**src/rtl/bus_cmd_pkg.sv**
```systemverilog
// Package: shared types for the bus command generator.
// Assumes a 3-bit status code with 111 meaning the bus is idle.
package bus_cmd_pkg;
    localparam int STAT_W = 3;
    localparam logic [STAT_W-1:0] STAT_IDLE = 3'b111;

    typedef enum logic [2:0] {
        CYC_INTACK = 3'd0,
        CYC_IORD   = 3'd1,
        CYC_IOWR   = 3'd2,
        CYC_HALT   = 3'd3,
        CYC_FETCH  = 3'd4,
        CYC_MEMRD  = 3'd5,
        CYC_MEMWR  = 3'd6,
        CYC_IDLE   = 3'd7
    } cyc_kind_e;
endpackage

```
**src/rtl/bus_stat_decode.sv**
```systemverilog
// Module: bus_stat_decode
// Turns a raw status code into a cycle kind. Purely combinational.
// Assumes each code maps to exactly one kind.
module bus_stat_decode
    import bus_cmd_pkg::*;
(
    input  logic [STAT_W-1:0] stat_i,
    output cyc_kind_e         kind_o
);
    // Map each code onto its cycle kind.
    always_comb begin
        unique case (stat_i)
            3'b000:  kind_o = CYC_INTACK;
            3'b001:  kind_o = CYC_IORD;
            3'b010:  kind_o = CYC_IOWR;
            3'b011:  kind_o = CYC_HALT;
            3'b100:  kind_o = CYC_FETCH;
            3'b101:  kind_o = CYC_MEMRD;
            3'b110:  kind_o = CYC_MEMWR;
            default: kind_o = CYC_IDLE;
        endcase
    end
endmodule

```
**src/rtl/bus_cycle_track.sv**
```systemverilog
// Module: bus_cycle_track
// Detects a cycle start (idle to non-idle), latches the cycle kind and
// keeps two phase flags. The early phase starts at the start edge; the
// late phase starts one clock later. Both clear on an idle sample.
// Assumes rst_n is synchronous and active low.
module bus_cycle_track
    import bus_cmd_pkg::*;
(
    input  logic              clk,
    input  logic              rst_n,
    input  logic [STAT_W-1:0] stat_i,
    input  cyc_kind_e         kind_i,
    output cyc_kind_e         kind_o,
    output logic              early_o,
    output logic              late_o,
    output logic              ale_o
);
    logic      prev_idle_q;
    logic      early_q;
    logic      late_q;
    logic      ale_q;
    cyc_kind_e kind_q;
    logic      stat_idle;

    assign stat_idle = (stat_i == STAT_IDLE);

    // Track idle history, cycle phase and the latched kind.
    always_ff @(posedge clk) begin
        if (!rst_n) begin
            prev_idle_q <= 1'b1;
            early_q     <= 1'b0;
            late_q      <= 1'b0;
            ale_q       <= 1'b0;
            kind_q      <= CYC_IDLE;
        end else begin
            prev_idle_q <= stat_idle;
            if (stat_idle) begin
                early_q <= 1'b0;
                late_q  <= 1'b0;
                ale_q   <= 1'b0;
            end else if (prev_idle_q) begin
                early_q <= 1'b1;
                late_q  <= 1'b0;
                ale_q   <= 1'b1;
                kind_q  <= kind_i;
            end else begin
                ale_q  <= 1'b0;
                late_q <= early_q;
            end
        end
    end

    assign kind_o  = kind_q;
    assign early_o = early_q;
    assign late_o  = late_q;
    assign ale_o   = ale_q;

    assert_ale_single_R2: assert property (@(posedge clk) disable iff (!rst_n)
        ale_q |=> !ale_q);

    assert_idle_release_R9: assert property (@(posedge clk) disable iff (!rst_n)
        stat_idle |=> (!early_q && !late_q));
endmodule

```
**src/rtl/bus_strobe_drive.sv**
```systemverilog
// Module: bus_strobe_drive
// Forms the active-low strobes, data enable and direction from the
// latched kind and the two phase flags. Purely combinational.
// Assumes early_i is high whenever late_i is high.
module bus_strobe_drive
    import bus_cmd_pkg::*;
(
    input  logic      clk,
    input  logic      rst_n,
    input  cyc_kind_e kind_i,
    input  logic      early_i,
    input  logic      late_i,
    output logic      den_o,
    output logic      dt_tx_o,
    output logic      intack_n_o,
    output logic      ioread_n_o,
    output logic      iowrite_n_o,
    output logic      iowrite_adv_n_o,
    output logic      memread_n_o,
    output logic      memwrite_n_o,
    output logic      memwrite_adv_n_o
);
    logic is_iowr;
    logic is_memwr;
    logic is_rd;

    // Classify the latched kind into strobe families.
    always_comb begin
        is_iowr  = (kind_i == CYC_IOWR);
        is_memwr = (kind_i == CYC_MEMWR);
        is_rd    = (kind_i == CYC_FETCH) || (kind_i == CYC_MEMRD);
    end

    // Drive the strobes in the phase each family calls for.
    always_comb begin
        iowrite_adv_n_o  = !(early_i && is_iowr);
        memwrite_adv_n_o = !(early_i && is_memwr);
        iowrite_n_o      = !(late_i && is_iowr);
        memwrite_n_o     = !(late_i && is_memwr);
        memread_n_o      = !(late_i && is_rd);
        ioread_n_o       = !(late_i && kind_i == CYC_IORD);
        intack_n_o       = !(late_i && kind_i == CYC_INTACK);
        dt_tx_o          = early_i && (is_iowr || is_memwr);
        den_o            = !(iowrite_adv_n_o && memwrite_adv_n_o && iowrite_n_o &&
                             memwrite_n_o && memread_n_o && ioread_n_o && intack_n_o);
    end

    assert_one_input_strobe_R3: assert property (@(posedge clk) disable iff (!rst_n)
        $onehot0({!intack_n_o, !ioread_n_o, !memread_n_o}));
endmodule

```
**src/rtl/bus_cmd_gen.sv**
```systemverilog
// Module: bus_cmd_gen (top)
// Generates bus command strobes from a processor's status code.
// Assumes the status is synchronous to clk; reset is synchronous, active low.
module bus_cmd_gen
    import bus_cmd_pkg::*;
(
    input  logic       clk,
    input  logic       rst_n,
    input  logic [2:0] bus_status,
    output logic       ale_o,
    output logic       den_o,
    output logic       dt_tx_o,
    output logic       intack_n_o,
    output logic       ioread_n_o,
    output logic       iowrite_n_o,
    output logic       iowrite_adv_n_o,
    output logic       memread_n_o,
    output logic       memwrite_n_o,
    output logic       memwrite_adv_n_o
);
    cyc_kind_e dec_kind;
    cyc_kind_e cur_kind;
    logic      early;
    logic      late;

    bus_stat_decode u_dec (
        .stat_i (bus_status),
        .kind_o (dec_kind)
    );

    bus_cycle_track u_trk (
        .clk     (clk),
        .rst_n   (rst_n),
        .stat_i  (bus_status),
        .kind_i  (dec_kind),
        .kind_o  (cur_kind),
        .early_o (early),
        .late_o  (late),
        .ale_o   (ale_o)
    );

    bus_strobe_drive u_drv (
        .clk              (clk),
        .rst_n            (rst_n),
        .kind_i           (cur_kind),
        .early_i          (early),
        .late_i           (late),
        .den_o            (den_o),
        .dt_tx_o          (dt_tx_o),
        .intack_n_o       (intack_n_o),
        .ioread_n_o       (ioread_n_o),
        .iowrite_n_o      (iowrite_n_o),
        .iowrite_adv_n_o  (iowrite_adv_n_o),
        .memread_n_o      (memread_n_o),
        .memwrite_n_o     (memwrite_n_o),
        .memwrite_adv_n_o (memwrite_adv_n_o)
    );

    assert_memwr_early_first_R8: assert property (@(posedge clk) disable iff (!rst_n)
        $fell(memwrite_n_o) |-> $past(!memwrite_adv_n_o));

    assert_iowr_early_first_R5: assert property (@(posedge clk) disable iff (!rst_n)
        $fell(iowrite_n_o) |-> $past(!iowrite_adv_n_o));

    assert_dir_with_write_R10: assert property (@(posedge clk) disable iff (!rst_n)
        $rose(dt_tx_o) |-> (!iowrite_adv_n_o || !memwrite_adv_n_o));
endmodule

```
**config.mk**
```make
export PLATFORM = sky130hd
export DESIGN_NAME = bus_cmd_gen
export DESIGN_NICKNAME = d
export VERILOG_FILES = /design/src/rtl/bus_cmd_pkg.sv /design/src/rtl/bus_stat_decode.sv /design/src/rtl/bus_cycle_track.sv /design/src/rtl/bus_strobe_drive.sv /design/src/rtl/bus_cmd_gen.sv
export SDC_FILE = /design/constraint.sdc
export NUM_CORES = 1
export LEC_CHECK = 0
export BUFFER_PORTS_ARGS = -buffer_cell sky130_fd_sc_hd__buf_2
export CAP_MARGIN = 20
export CORE_AREA = 2 2 39 41
export DETAILED_ROUTE_END_ITERATION = 8
export DIE_AREA = 0 0 41 43
export GPL_ROUTABILITY_DRIVEN = 0
export GPL_TIMING_DRIVEN = 0
export SLEW_MARGIN = 40
export SYNTH_ARGS = -nofsm -noshare
export SYNTH_HDL_FRONTEND = slang
export SYNTH_SLANG_ARGS = --single-unit
```
**constraint.sdc**
```tcl
create_clock -name clk -period 1.62 [get_ports clk]
set_clock_uncertainty 0.2 [all_clocks]
set_input_delay 0.081 -clock clk [delete_from_list [all_inputs] [get_ports clk]]
set_output_delay 0.081 -clock clk [all_outputs]
set_load 0.02 [all_outputs]
```
# Word-level counts from Yosys, hierarchy flattened
# Index checks and enable logic that the tools add are counted.
totals:
  register_bits: 7
  latch_bits: 0
  ram_bits: 0
  romBits: 0
  in_bits: 5
  output_inout_bits: 10
  word_cells: 50
  mem_count: 0
op_classes:
  n_addsub: 0
  multipliers: 0
  n_div: 0
  n_lt_le_gt_ge: 0
  n_eq_ne: 12
  n_shift: 0
  mux: 2
  bitwise: 2
  n_reduce_logical: 29
ops:
  columns: ["cell", "count"]
  rows:
  - ["$eq 3x3->1 const B", 7]
  - ["$pmux 3 s7", 1]
  - ["$logic_and 1x1->1", 14]
  - ["$eq 3x2->1 const B", 3]
  - ["$logic_not 1->1", 8]
  - ["$eq 3x1->1 const B", 2]
  - ["$logic_not 3->1", 2]
  - ["$reduce_or 3->1", 1]
  - ["$logic_or 1x1->1", 2]
  - ["$not 1->1", 2]
  - ["$reduce_and 2->1", 1]
  - ["$reduce_or 2->1", 1]
  - ["$mux 1", 1]

# Depth between registers and ports, before layout
# Gate-level depths: netlist of run 1.
depth:
  ltp_word: 10
  ltp_mapped: 3
  depth_no_buf: 2

# By module
# Synthesis of run 1 repeated with hierarchy kept, for this count alone.
unflattened:
  hier_cells: 36
  area_unflattened_um2: 346.6
modules_own_cells:
  columns: ["mod", "n_inst", "cells_per_inst", "area_per_inst_um2", "seq_area_each_um2"]
  rows:
  - ["bus_cycle_track", 1, 21, 249.0, 140.1]
  - ["bus_strobe_drive", 1, 12, 86.3, 0.0]
  - ["bus_stat_decode", 1, 3, 11.3, 0.0]

# Worst setup path after synthesis of run 1
# No wires, ideal clock.
synth_timing:
  path_type: "reg-to-output"
  startpoint: "register u_trk.kind_q[1] (netlist: u_trk.kind_o[1])"
  endpoint: "output port memwrite_adv_n_o"
  arrival_ns: 0.935
  required_time_ns: 1.339
  path_slack_ns: 0.404
  path_stages_with_launch: 4
  n_path_buf: 1
  path_cell_list: "dfxtp_1 buf_4 and3b_1 nand2_1"
synth_between:
  elab_chain_len: 3
synth_lines:
  columns: ["item", "line_no", "text"]
  rows:
  - ["start: declaration", "bus_cycle_track.sv:22", "cyc_kind_e kind_q;"]
  - ["start signal: assignment", "bus_cycle_track.sv:45", "kind_q <= kind_i;"]
  - ["$eq 3x3->1", "bus_strobe_drive.sv:30", "is_memwr = (kind_i == CYC_MEMWR);"]
  - ["$logic_and 1x1->1", "bus_strobe_drive.sv:37", "memwrite_adv_n_o = !(early_i && is_memwr);"]
  - ["$logic_not 1->1", "bus_strobe_drive.sv:37", null]
  - ["end: declaration", "bus_cmd_gen.sv:19", "output logic memwrite_adv_n_o"]
# Every way passes these cells.

# Final worst setup path of run 1
layout_timing:
  startpoint: "input port bus_status[0]"
  endpoint: "register u_trk.kind_q[1] (netlist: u_trk.kind_o[1])"
layout_between:
  elab_chain_len: 3
  word_cells_on_any_way: 11
  classes_between: "eq/ne (7); mux (1); bitwise (1); reduce/logical (2)"
layout_lines:
  columns: ["item", "line_no", "text"]
  rows:
  - ["start: declaration", "bus_cmd_gen.sv:9", "input logic [2:0] bus_status,"]
  - ["parallel branches: the longest is 3 deep, another holds $pmux 3 s7", null, null]
# Parallel ways; which one is timed is not known.
# A chain may end at the register's enable or synchronous reset.

==> results of run 1 <==
[routing by layer]
metal,GRT usage,share of wire,routed length [µm],up-vias
li1,-,-,-,176
met1,0.127,0.44,351,148
met2,0.138,0.47,368,13
met3,0.0314,0.054,43,3
met4,0.120,0.033,26,0
met5,0,0,0,-
[cell type report]
cell class,count,area [µm²]
clock buffer,4,26.3
tap,16,20.0
timing repair buffer,21,146
fill,142,842
multi-input combinational,26,190
buffer,2,18.8
sequential,7,140
[layout by cell type, fill, tap and decap left out, drive strengths merged]
master,netlist,layout
nand4b,1,1
and3b,4,4
nand2,4,4
a21oi,2,2
and3,1,1
o21ai,3,3
o211a,1,1
buf,2,16
and4b,1,1
nand3,1,1
nor2b,1,1
nand2b,2,2
nor3b,1,1
dlygate4sd3,0,7
clkbuf,0,4
mux2i,3,3
dfxtp,7,7
nand3b,1,1
[critical path: stages]
cell and delay, ns:
dlygate4sd3_1 0.53, buf_2 0.14, and3b_1 0.17, o21ai_1 0.12, dlygate4sd3_1 0.55
[kinds of logic (layout without fill, tap and decap cells)]
logic type,Yosys count,count (layout),synth area share
mux,3,3,0.0899
simple gates,17,17,0.348
buf+inv,2,27,0.0374
compound gates,6,6,0.105
flops,7,7,0.419
[state kept, by name, summed over array words and instances (netlist names)]
| register | flops |
|---|---|
| u_trk.early_o | 1 |
| u_trk.kind_o | 3 |
| u_trk.late_o | 1 |
| u_trk.ale_o | 1 |
| u_trk.prev_idle_q | 1 |
[power by group through the flow]
stage                     combinational, µW  clock, µW  sequential [µW]
after floorplan                        37.6          0              197
after global placement                 57.0          0              198
after detailed placement               57.6          0              199
after CTS                              72.6        164              196
after global routing                   86.0        175              197
final                                  80.0        161              196
[final timing paths]
path                           startpoint                           end  slack, ns  depth (start not counted)
max                         bus_status[0]  u_trk.kind_o[1]$_SDFFE_PN1P_       0.02                          5
min            u_trk.early_o$_SDFFE_PP0P_    u_trk.early_o$_SDFFE_PP0P_       0.38                          1
max reg2reg  u_trk.prev_idle_q$_SDFF_PN1_  u_trk.kind_o[1]$_SDFFE_PN1P_       0.04                          4
min reg2reg    u_trk.early_o$_SDFFE_PP0P_    u_trk.early_o$_SDFFE_PP0P_       0.38                          1
[per-stage QoR]
stage | total power, µW | cell area [µm²] | hold WS (ns) | setup slack, ns
after global placement | 255 | 424 | 0.105 | 0.462
after detailed placement | 256 | 424 | 0.104 | 0.459
after CTS | 432 | 520 | 0.367 | 0.0292
final | 437 | 542 | 0.384 | 0.0203
after floorplan | 235 | 334 | -0.0571 | 0.404
after global routing | 459 | 542 | 0.392 | -0.00766
[timing repair]
| action | in CTS | in global routing |
|---|---|---|
| hold endpoints to repair | 7 | 0 |
| setup endpoints to repair | 0 | 3 |
| resized for setup | 0 | 6 |
| hold buffers | 7 | 0 |
==> flow_metrics.py, run 1 <==
metrics = {
    "die": {
        "rows": 14,
        "initial_core_util": 0.241,
        "die_w_um": 41,
        "chipHeight_um": 43,
        "pin_count": 15,
        "coreArea_um2": 1380,
        "die_area_um2": 1760,
    },
    "power": {
        "pwr-share-seq": 0.449,
        "switchingPower_uw": 113,
        "intPower_uw": 324,
        "power.share.switching": 0.258,
        "peakVddDrop_v": 0.000327,
        "power_frac_comb": 0.183,
        "power_density_nw_per_um2": 807,
        "p_clk_frac": 0.368,
        "p_leak_uw": 0.000247,
    },
    "sta": {
        "finalCritPeriodShare": 0.987,
        "maxSlewHeadroom": 0.834,
        "setup_viol": 0,
        "finalCriticalPeriod_ns": 1.60,
        "rsz0062_at_grt": "yes",
        "final_max_slew_viol_count": 0,
        "max_freq_mhz": 625,
        "tightest_slew_ns": 0.248,
        "fin_setup_tns_ns": 0,
        "hold_viol": 0,
    },
    "logic_synthesis": {
        "yosys.cell_count.top_type": "dfxtp_1",
        "async_flop_share": 0,
        "yosysTopAreaCell": "dfxtp_1",
        "synthesis.area_um2": 334,
        "synth_edf_count": 0,
        "syn_area_per_cell_um2": 9.54,
        "yosys.area.top_type_share": 0.419,
        "netlist_instances": 35,
        "ys.flop_type": "dfxtp_1",
        "synth_seq_cells": 7,
        "synth_area_leaders": "dfxtp_1 (42%), and3b_1 (10%), mux2i_1 (9.0%)",
        "yosysWarnings": 0,
        "synth-seq-area-share": 0.419,
        "syn-num-nets": 40,
        "synth_cell_type_count": 18,
        "netlist_top_cells_count": "dfxtp_1 (7), and3b_1 (4), nand2_1 (4), mux2i_1 (3), o21ai_1 (3)",
    },
    "min_path": {
        "hold_path.class": "flop to flop",
    },
    "global_routing": {
        "grt_max_degree": 10,
        "antenna_found_initial": 0,
        "grt_pass1_vias": 296,
        "grt_pass1_wl_um": 1200,
        "grt-ovfl-total": 0,
        "grtUsageTotal": 0.108,
    },
    "route": {
        "vias": 340,
        "ant_nets": 0,
        "drt_iter0_drc": 1,
        "wl_per_cell_um": 10.4,
        "drt-total-wl_um": 790,
        "dr.pass1.iters": 2,
        "drc": 0,
        "viasPerCell": 4.47,
    },
    "clocking": {
        "numCtsBuffers": 3,
        "clock_latency_ns": 0.25,
        "cts.sinks": 7,
        "tritoncts": "done",
        "cts_max_path_buffers": 2,
        "cts-root-buf": "clkbuf_4",
        "cts_setup_buffers": 0,
        "h-tree-depth": 1,
        "clk_pin_slew_ns": 0.05,
    },
    "final_layout": {
        "nNetsFinal": 66,
        "area_growth_pct": 62.2,
        "utilization": 0.392,
        "drive_above_1_share": 0.367,
        "n_antenna_cell": 0,
        "instances_no_fill": 76,
    },
    "critical_path": {
        "cp-start-kind": "primary input",
        "required_ns": 1.62,
        "worst-setup-path-type": "primary input to flop",
        "path_max_fanout": 4,
        "end_kind": "flop",
        "cp.arrival_ns": 1.60,
    },
    "job": {
        "drv_cap": 0,
    },
    "placed_design": {
        "dp.cells": 65,
        "portBuffers": 14,
        "place_hpwl_um": 530,
    },
    "outcome": {
        "status": "complete, no violations",
    },
}
Power figures use the tool's default switching activity.
==> run 2: changes to the inputs <==
- clock period: 1.62 -> 1.95 ns (I/O delays scaled with it)
==> run 2 against run 1 <==
Global-route usage fell by 0.30 points. Die area unchanged. Cell count shrank 2.6%. Setup slack better by 0.36 ns. Count of clock-buffer cells in the layout unchanged. Sequential share of layout area is 2.1 points higher. First-iteration DRC count did not move. Via count fell by 4.1%. Largest power group unchanged. Register-to-register slack better by 0.85 ns.
==> flow_metrics.py, run 2 (same netlist as run 1, synthesis figures left out) <==
metrics = {
    "power": {
        "p_clk_frac": 0.377,
        "pwr-share-seq": 0.464,
        "switchingPower_uw": 88.8,
        "peakVddDrop_v": 0.000273,
        "power_density_nw_per_um2": 700,
        "intPower_uw": 261,
        "power.share.switching": 0.254,
        "power_frac_comb": 0.160,
        "p_leak_uw": 0.000238,
    },
    "clocking": {
        "h-tree-depth": 1,
        "cts_max_path_buffers": 2,
        "cts-root-buf": "clkbuf_4",
        "cts_setup_buffers": 0,
        "cts.sinks": 7,
        "clk_pin_slew_ns": 0.05,
        "clock_latency_ns": 0.25,
        "tritoncts": "done",
        "numCtsBuffers": 3,
        "cts_resized": 0,
    },
    "critical_path": {
        "worst-setup-path-type": "primary input to flop",
        "required_ns": 1.89,
        "end_kind": "flop",
        "cp.arrival_ns": 1.51,
        "slowest_stage": "dlygate4sd3_1",
        "critical_path.cell_chain": "dlygate4sd3_1 > buf_2 > nand3_1 > nand2_1 > dlygate4sd3_1",
        "path_max_fanout": 4,
        "critPathMaxStageDelay_ns": 0.54,
        "cp_common_cell": "dlygate4sd3_1",
        "cp-start-kind": "primary input",
    },
    "final_layout": {
        "nNetsFinal": 64,
        "drive_above_1_share": 0.345,
        "fillers": 144,
        "area_growth_pct": 49.8,
        "n_antenna_cell": 0,
        "final_common_cell": "buf_2",
        "final_cell_mix": "buf_2 (15), dfxtp_1 (7), dlygate4sd3_1 (5)",
        "instances_no_fill": 74,
        "largest_reg_flops": 3,
    },
    "global_routing": {
        "grt_max_degree": 10,
        "grt-ovfl-total": 0,
        "antenna_found_initial": 0,
        "grt_pass1_wl_um": 1170,
        "grtUsageTotal": 0.105,
        "grt_pass1_vias": 296,
    },
    "sta": {
        "final_max_slew_viol_count": 0,
        "finalCritPeriodShare": 0.805,
        "max_freq_mhz": 637,
        "tightest_slew_ns": 0.251,
        "fin_ws_ns": 0.381,
        "setup_viol": 0,
        "rsz0062_at_grt": "no",
        "maxSlewHeadroom": 0.833,
        "fin_setup_tns_ns": 0,
        "hold_viol": 0,
        "finalCriticalPeriod_ns": 1.57,
    },
    "placed_design": {
        "place_ws_ns": 0.772,
        "place_hpwl_um": 530,
        "dp.cells": 65,
        "portBuffers": 14,
    },
    "die": {
        "pin_count": 15,
        "initial_core_util": 0.241,
        "rows": 14,
        "coreArea_um2": 1380,
        "chipHeight_um": 43,
        "die_area_um2": 1760,
        "die_w_um": 41,
    },
    "job": {
        "drv_cap": 0,
    },
    "route": {
        "drt_iter0_drc": 1,
        "wl_per_cell_um": 9.92,
        "drt-total-wl_um": 734,
        "ant_nets": 0,
        "vias": 326,
        "drc": 0,
        "viasPerCell": 4.41,
        "dr.pass1.iters": 2,
    },
    "outcome": {
        "status": "complete, no violations",
    },
    "min_path": {
        "hold_path.class": "flop to flop",
    },
}
-- run 2: what timing repair did --
action,in CTS,in global routing
hold buffers,5,0
setup endpoints to repair,0,0
hold endpoints to repair,7,0
-- run 2: metal layers --
layer	GRT usage	up-vias	share of wire
met3	0.0314	3	0.059
met5	0	-	0
met4	0.120	0	0.034
li1	-	173	-
met1	0.121	137	0.46
met2	0.134	13	0.45
-- run 2: critical path: cells and delay by family --
| family | cells | cell delay [ns] |
|---|---|---|
| buffers and inverters | 3 | 1.21 |
| and+or+nand+nor | 2 | 0.20 |
-- run 2: through the flow --
stage / total power, µW / cell area (µm²) / hold slack (ns) / util
2_1_floorplan: 195 / 334 / -0.0406 / -
3_3_place_gp: 212 / 424 / 0.122 / 0.307
3_5_place_dp: 213 / 424 / 0.120 / 0.307
4_1_cts: 355 / 500 / 0.367 / 0.362
5_1_grt: 370 / 500 / 0.388 / 0.362
6_report: 350 / 500 / 0.383 / 0.362
-- run 2: final timing paths --
kind | depth (start not counted) | from | end | slack [ns]
min reg2reg | 1 | u_trk.early_o$_SDFFE_PP0P_ | u_trk.early_o$_SDFFE_PP0P_ | 0.38
min | 1 | u_trk.early_o$_SDFFE_PP0P_ | u_trk.early_o$_SDFFE_PP0P_ | 0.38
max | 5 | bus_status[1] | u_trk.prev_idle_q$_SDFF_PN1_ | 0.38
max reg2reg | 2 | u_trk.kind_o[2]$_SDFFE_PN1P_ | u_trk.kind_o[2]$_SDFFE_PN1P_ | 0.89
-- run 2: cell type report --
cell class	instances	area (µm²)	area share
multi-input combinational	26	181	0.363
sequential	7	140	0.280
timing repair buffer	19	120	0.240
clock buffer	4	26.3	0.0525
tap	16	20.0	0.0400
buffer	2	12.5	0.0250
-- run 2: power by group through the flow --
stage / clock, µW / sequential [µW] / combinational (µW)
3_5_place_dp: 0 / 165 / 47.8
4_1_cts: 136 / 163 / 56.1
6_report: 132 / 162 / 55.9
2_1_floorplan: 0 / 164 / 31.2
3_3_place_gp: 0 / 165 / 47.3
5_1_grt: 145 / 164 / 61.3
==> run 3: changes to the inputs <==
- ABC_AREA: default -> 1
- clock period: 1.95 -> 1.43 ns (I/O delays scaled with it)
==> run 3 against run 2 <==
Sequential cell count is the same. First-iteration DRC count grew to 9.0 times the previous value. Register-to-register slack lost 0.40 ns.
==> flow_metrics.py, run 3 <==
metrics = {
    "outcome": {
        "status": "complete, no violations",
    },
    "critical_path": {
        "slowest_stage": "dfxtp_1",
        "worstRegToRegCells": 3,
        "worstReg2RegEnd": "u_trk.kind_o[1]$_SDFFE_PN1P_",
        "critPathMaxStageDelay_ns": 0.42,
        "required_ns": 1.16,
        "cp_top_family": "flip-flops",
        "reg2reg_slack_ns": 0.49,
        "critical_path.cell_chain": "inv_1 > o21ai_1 > nand2_1 > buf_2",
        "cp.arrival_ns": 1.09,
        "worstReg2RegStart": "u_trk.prev_idle_q$_SDFF_PN1_",
        "cp-start-kind": "flop",
        "end_kind": "output port",
        "critPathBufInv": 2,
        "worst-setup-path-type": "flop to output port",
        "path_max_fanout": 4,
    },
    "power": {
        "power.share.switching": 0.284,
        "peakVddDrop_v": 0.000348,
        "power_frac_comb": 0.170,
        "switchingPower_uw": 140,
        "p_clk_frac": 0.368,
        "power_density_nw_per_um2": 1010,
        "p_leak_uw": 0.000258,
        "finalPower_uw": 492,
        "intPower_uw": 352,
        "pwr-share-seq": 0.463,
    },
    "sta": {
        "fin_setup_tns_ns": 0,
        "tightest_slew_ns": 0.208,
        "max_freq_mhz": 736,
        "finalCriticalPeriod_ns": 1.36,
        "finalCritPeriodShare": 0.950,
        "setup_viol": 0,
        "fin_ws_ns": 0.0713,
        "rsz0062_at_grt": "yes",
        "final_max_slew_viol_count": 0,
        "maxSlewHeadroom": 0.861,
        "hold_viol": 0,
    },
    "final_layout": {
        "n_antenna_cell": 0,
        "nNetsFinal": 76,
        "final_cell_mix": "nand2_1 (16), buf_2 (14), nand3_1 (7)",
        "utilization": 0.352,
        "area_growth_pct": 47.9,
        "drive_above_1_share": 0.343,
        "design_area_um2": 487,
        "largest_reg_flops": 3,
        "final_common_cell": "nand2_1",
    },
    "die": {
        "die_w_um": 41,
        "coreArea_um2": 1380,
        "pin_count": 15,
        "die_area_um2": 1760,
        "rows": 14,
        "initial_core_util": 0.238,
        "chipHeight_um": 43,
    },
    "min_path": {
        "hold_end": "u_trk.kind_o[1]$_SDFFE_PN1P_",
        "hold_path.class": "flop to flop",
        "whs_path_depth": 2,
        "hold_start": "u_trk.kind_o[1]$_SDFFE_PN1P_",
    },
    "route": {
        "dr.pass1.iters": 4,
        "drt_iter0_drc": 9,
        "ant_nets": 0,
        "drc": 0,
        "viasPerCell": 4.29,
        "wl_per_cell_um": 8.23,
        "vias": 369,
        "drt-total-wl_um": 708,
    },
    "global_routing": {
        "grt_max_degree": 7,
        "grt-ovfl-total": 0,
        "grt_pass1_wl_um": 1110,
        "grt_pass1_vias": 280,
        "antenna_found_initial": 0,
        "grtUsageTotal": 0.0956,
    },
    "job": {
        "drv_cap": 0,
    },
    "clocking": {
        "h-tree-depth": 1,
        "cts-root-buf": "clkbuf_4",
        "clock_latency_ns": 0.25,
        "cts.sinks": 7,
        "tritoncts": "done",
        "clk_pin_slew_ns": 0.05,
        "cts_max_path_buffers": 2,
        "cts_setup_buffers": 0,
        "numCtsBuffers": 3,
    },
    "logic_synthesis": {
        "yosys.area.top_type_share": 0.426,
        "synth_area_leaders": "dfxtp_1 (43%), nand2_1 (18%), nand3_1 (11%)",
        "yosysTopAreaCell": "dfxtp_1",
        "synth_seq_cells": 7,
        "synthesis.area_um2": 329,
        "synth-seq-area-share": 0.426,
        "yosys.cell_count.top_type": "nand2_1",
        "synth_edf_count": 0,
        "syn-num-nets": 53,
        "yosysWarnings": 0,
        "netlist_instances": 48,
        "async_flop_share": 0,
        "netlist_top_cells_count": "nand2_1 (16), dfxtp_1 (7), nand3_1 (7), inv_1 (6)",
        "synth_cell_type_count": 11,
        "ys.flop_type": "dfxtp_1",
        "syn_area_per_cell_um2": 6.86,
    },
    "placed_design": {
        "placed_cell_area_um2": 419,
        "place_ws_ns": 0.326,
        "portBuffers": 14,
        "place_hpwl_um": 525,
    },
}
-- run 3: area by class of cell --
class / count / area [µm²]
flip-flops and latches: 7 / 141
clock buffers: 4 / 26.3
fillers: 144 / 897
well taps: 16 / 20.0
repair buffers: 18 / 110
inverters: 8 / 30.0
multi-input cells: 33 / 159
-- run 3: cells by family after synthesis --
family	after synthesis	synth area share
and+or+nand+nor	31	0.452
DFF	7	0.426
buffers and inverters	8	0.0913
AOI/OAI and AO/OA	2	0.0304
-- run 3: per-stage QoR --
step	hold WS, ns	cells
2_1_floorplan	-0.0178	48
3_3_place_gp	0.142	78
3_5_place_dp	0.150	78
4_1_cts	0.287	86
5_1_grt	0.285	86
6_report	0.270	86
-- run 3: worst min-delay path, cell delays in order, from the launching register on --
cell and delay [ns]:
dfxtp_2 0.32, nand2_1 0.06, nand2_1 0.05
-- run 3: how the worst max path moves through the flow --
stage                                             from                to  slack (ns)  depth (start not counted)
after floorplan           u_trk.kind_o[1]$_SDFFE_PN1P_   iowrite_adv_n_o        0.36                          5
after global placement    u_trk.kind_o[1]$_SDFFE_PN1P_  memwrite_adv_n_o        0.35                          6
after detailed placement  u_trk.kind_o[1]$_SDFFE_PN1P_  memwrite_adv_n_o        0.33                          6
after CTS                 u_trk.kind_o[1]$_SDFFE_PN1P_  memwrite_adv_n_o        0.04                          6
after global routing      u_trk.kind_o[1]$_SDFFE_PN1P_   iowrite_adv_n_o      -0.001                          6
final                     u_trk.kind_o[0]$_SDFFE_PN1P_             den_o        0.07                          4
-- run 3: power by group through the flow --
stage / Clock, µW / Combinational [µW] / Sequential [µW]
finish: 181 / 83.5 / 227
global placement: 0 / 73.6 / 230
detailed placement: 0 / 75.0 / 231
floorplan: 0 / 48.5 / 230
CTS: 185 / 83.6 / 227
global route: 207 / 94.6 / 229
-- run 3: per-layer routing --
metal | global-route usage | part of all wire | wire, µm | vias up
li1 | - | - | - | 197
met1 | 0.120 | 0.48 | 341 | 149
met2 | 0.125 | 0.42 | 297 | 20
met3 | 0.0157 | 0.071 | 50 | 3
met4 | 0.100 | 0.027 | 19 | 0
met5 | 0 | 0 | 0 | -
-- run 3: timing repair --
action | CTS | global route
hold buffers | 4 | 0
resized for setup | 0 | 1
setup endpoints to repair | 0 | 2
hold endpoints to repair | 7 | 0
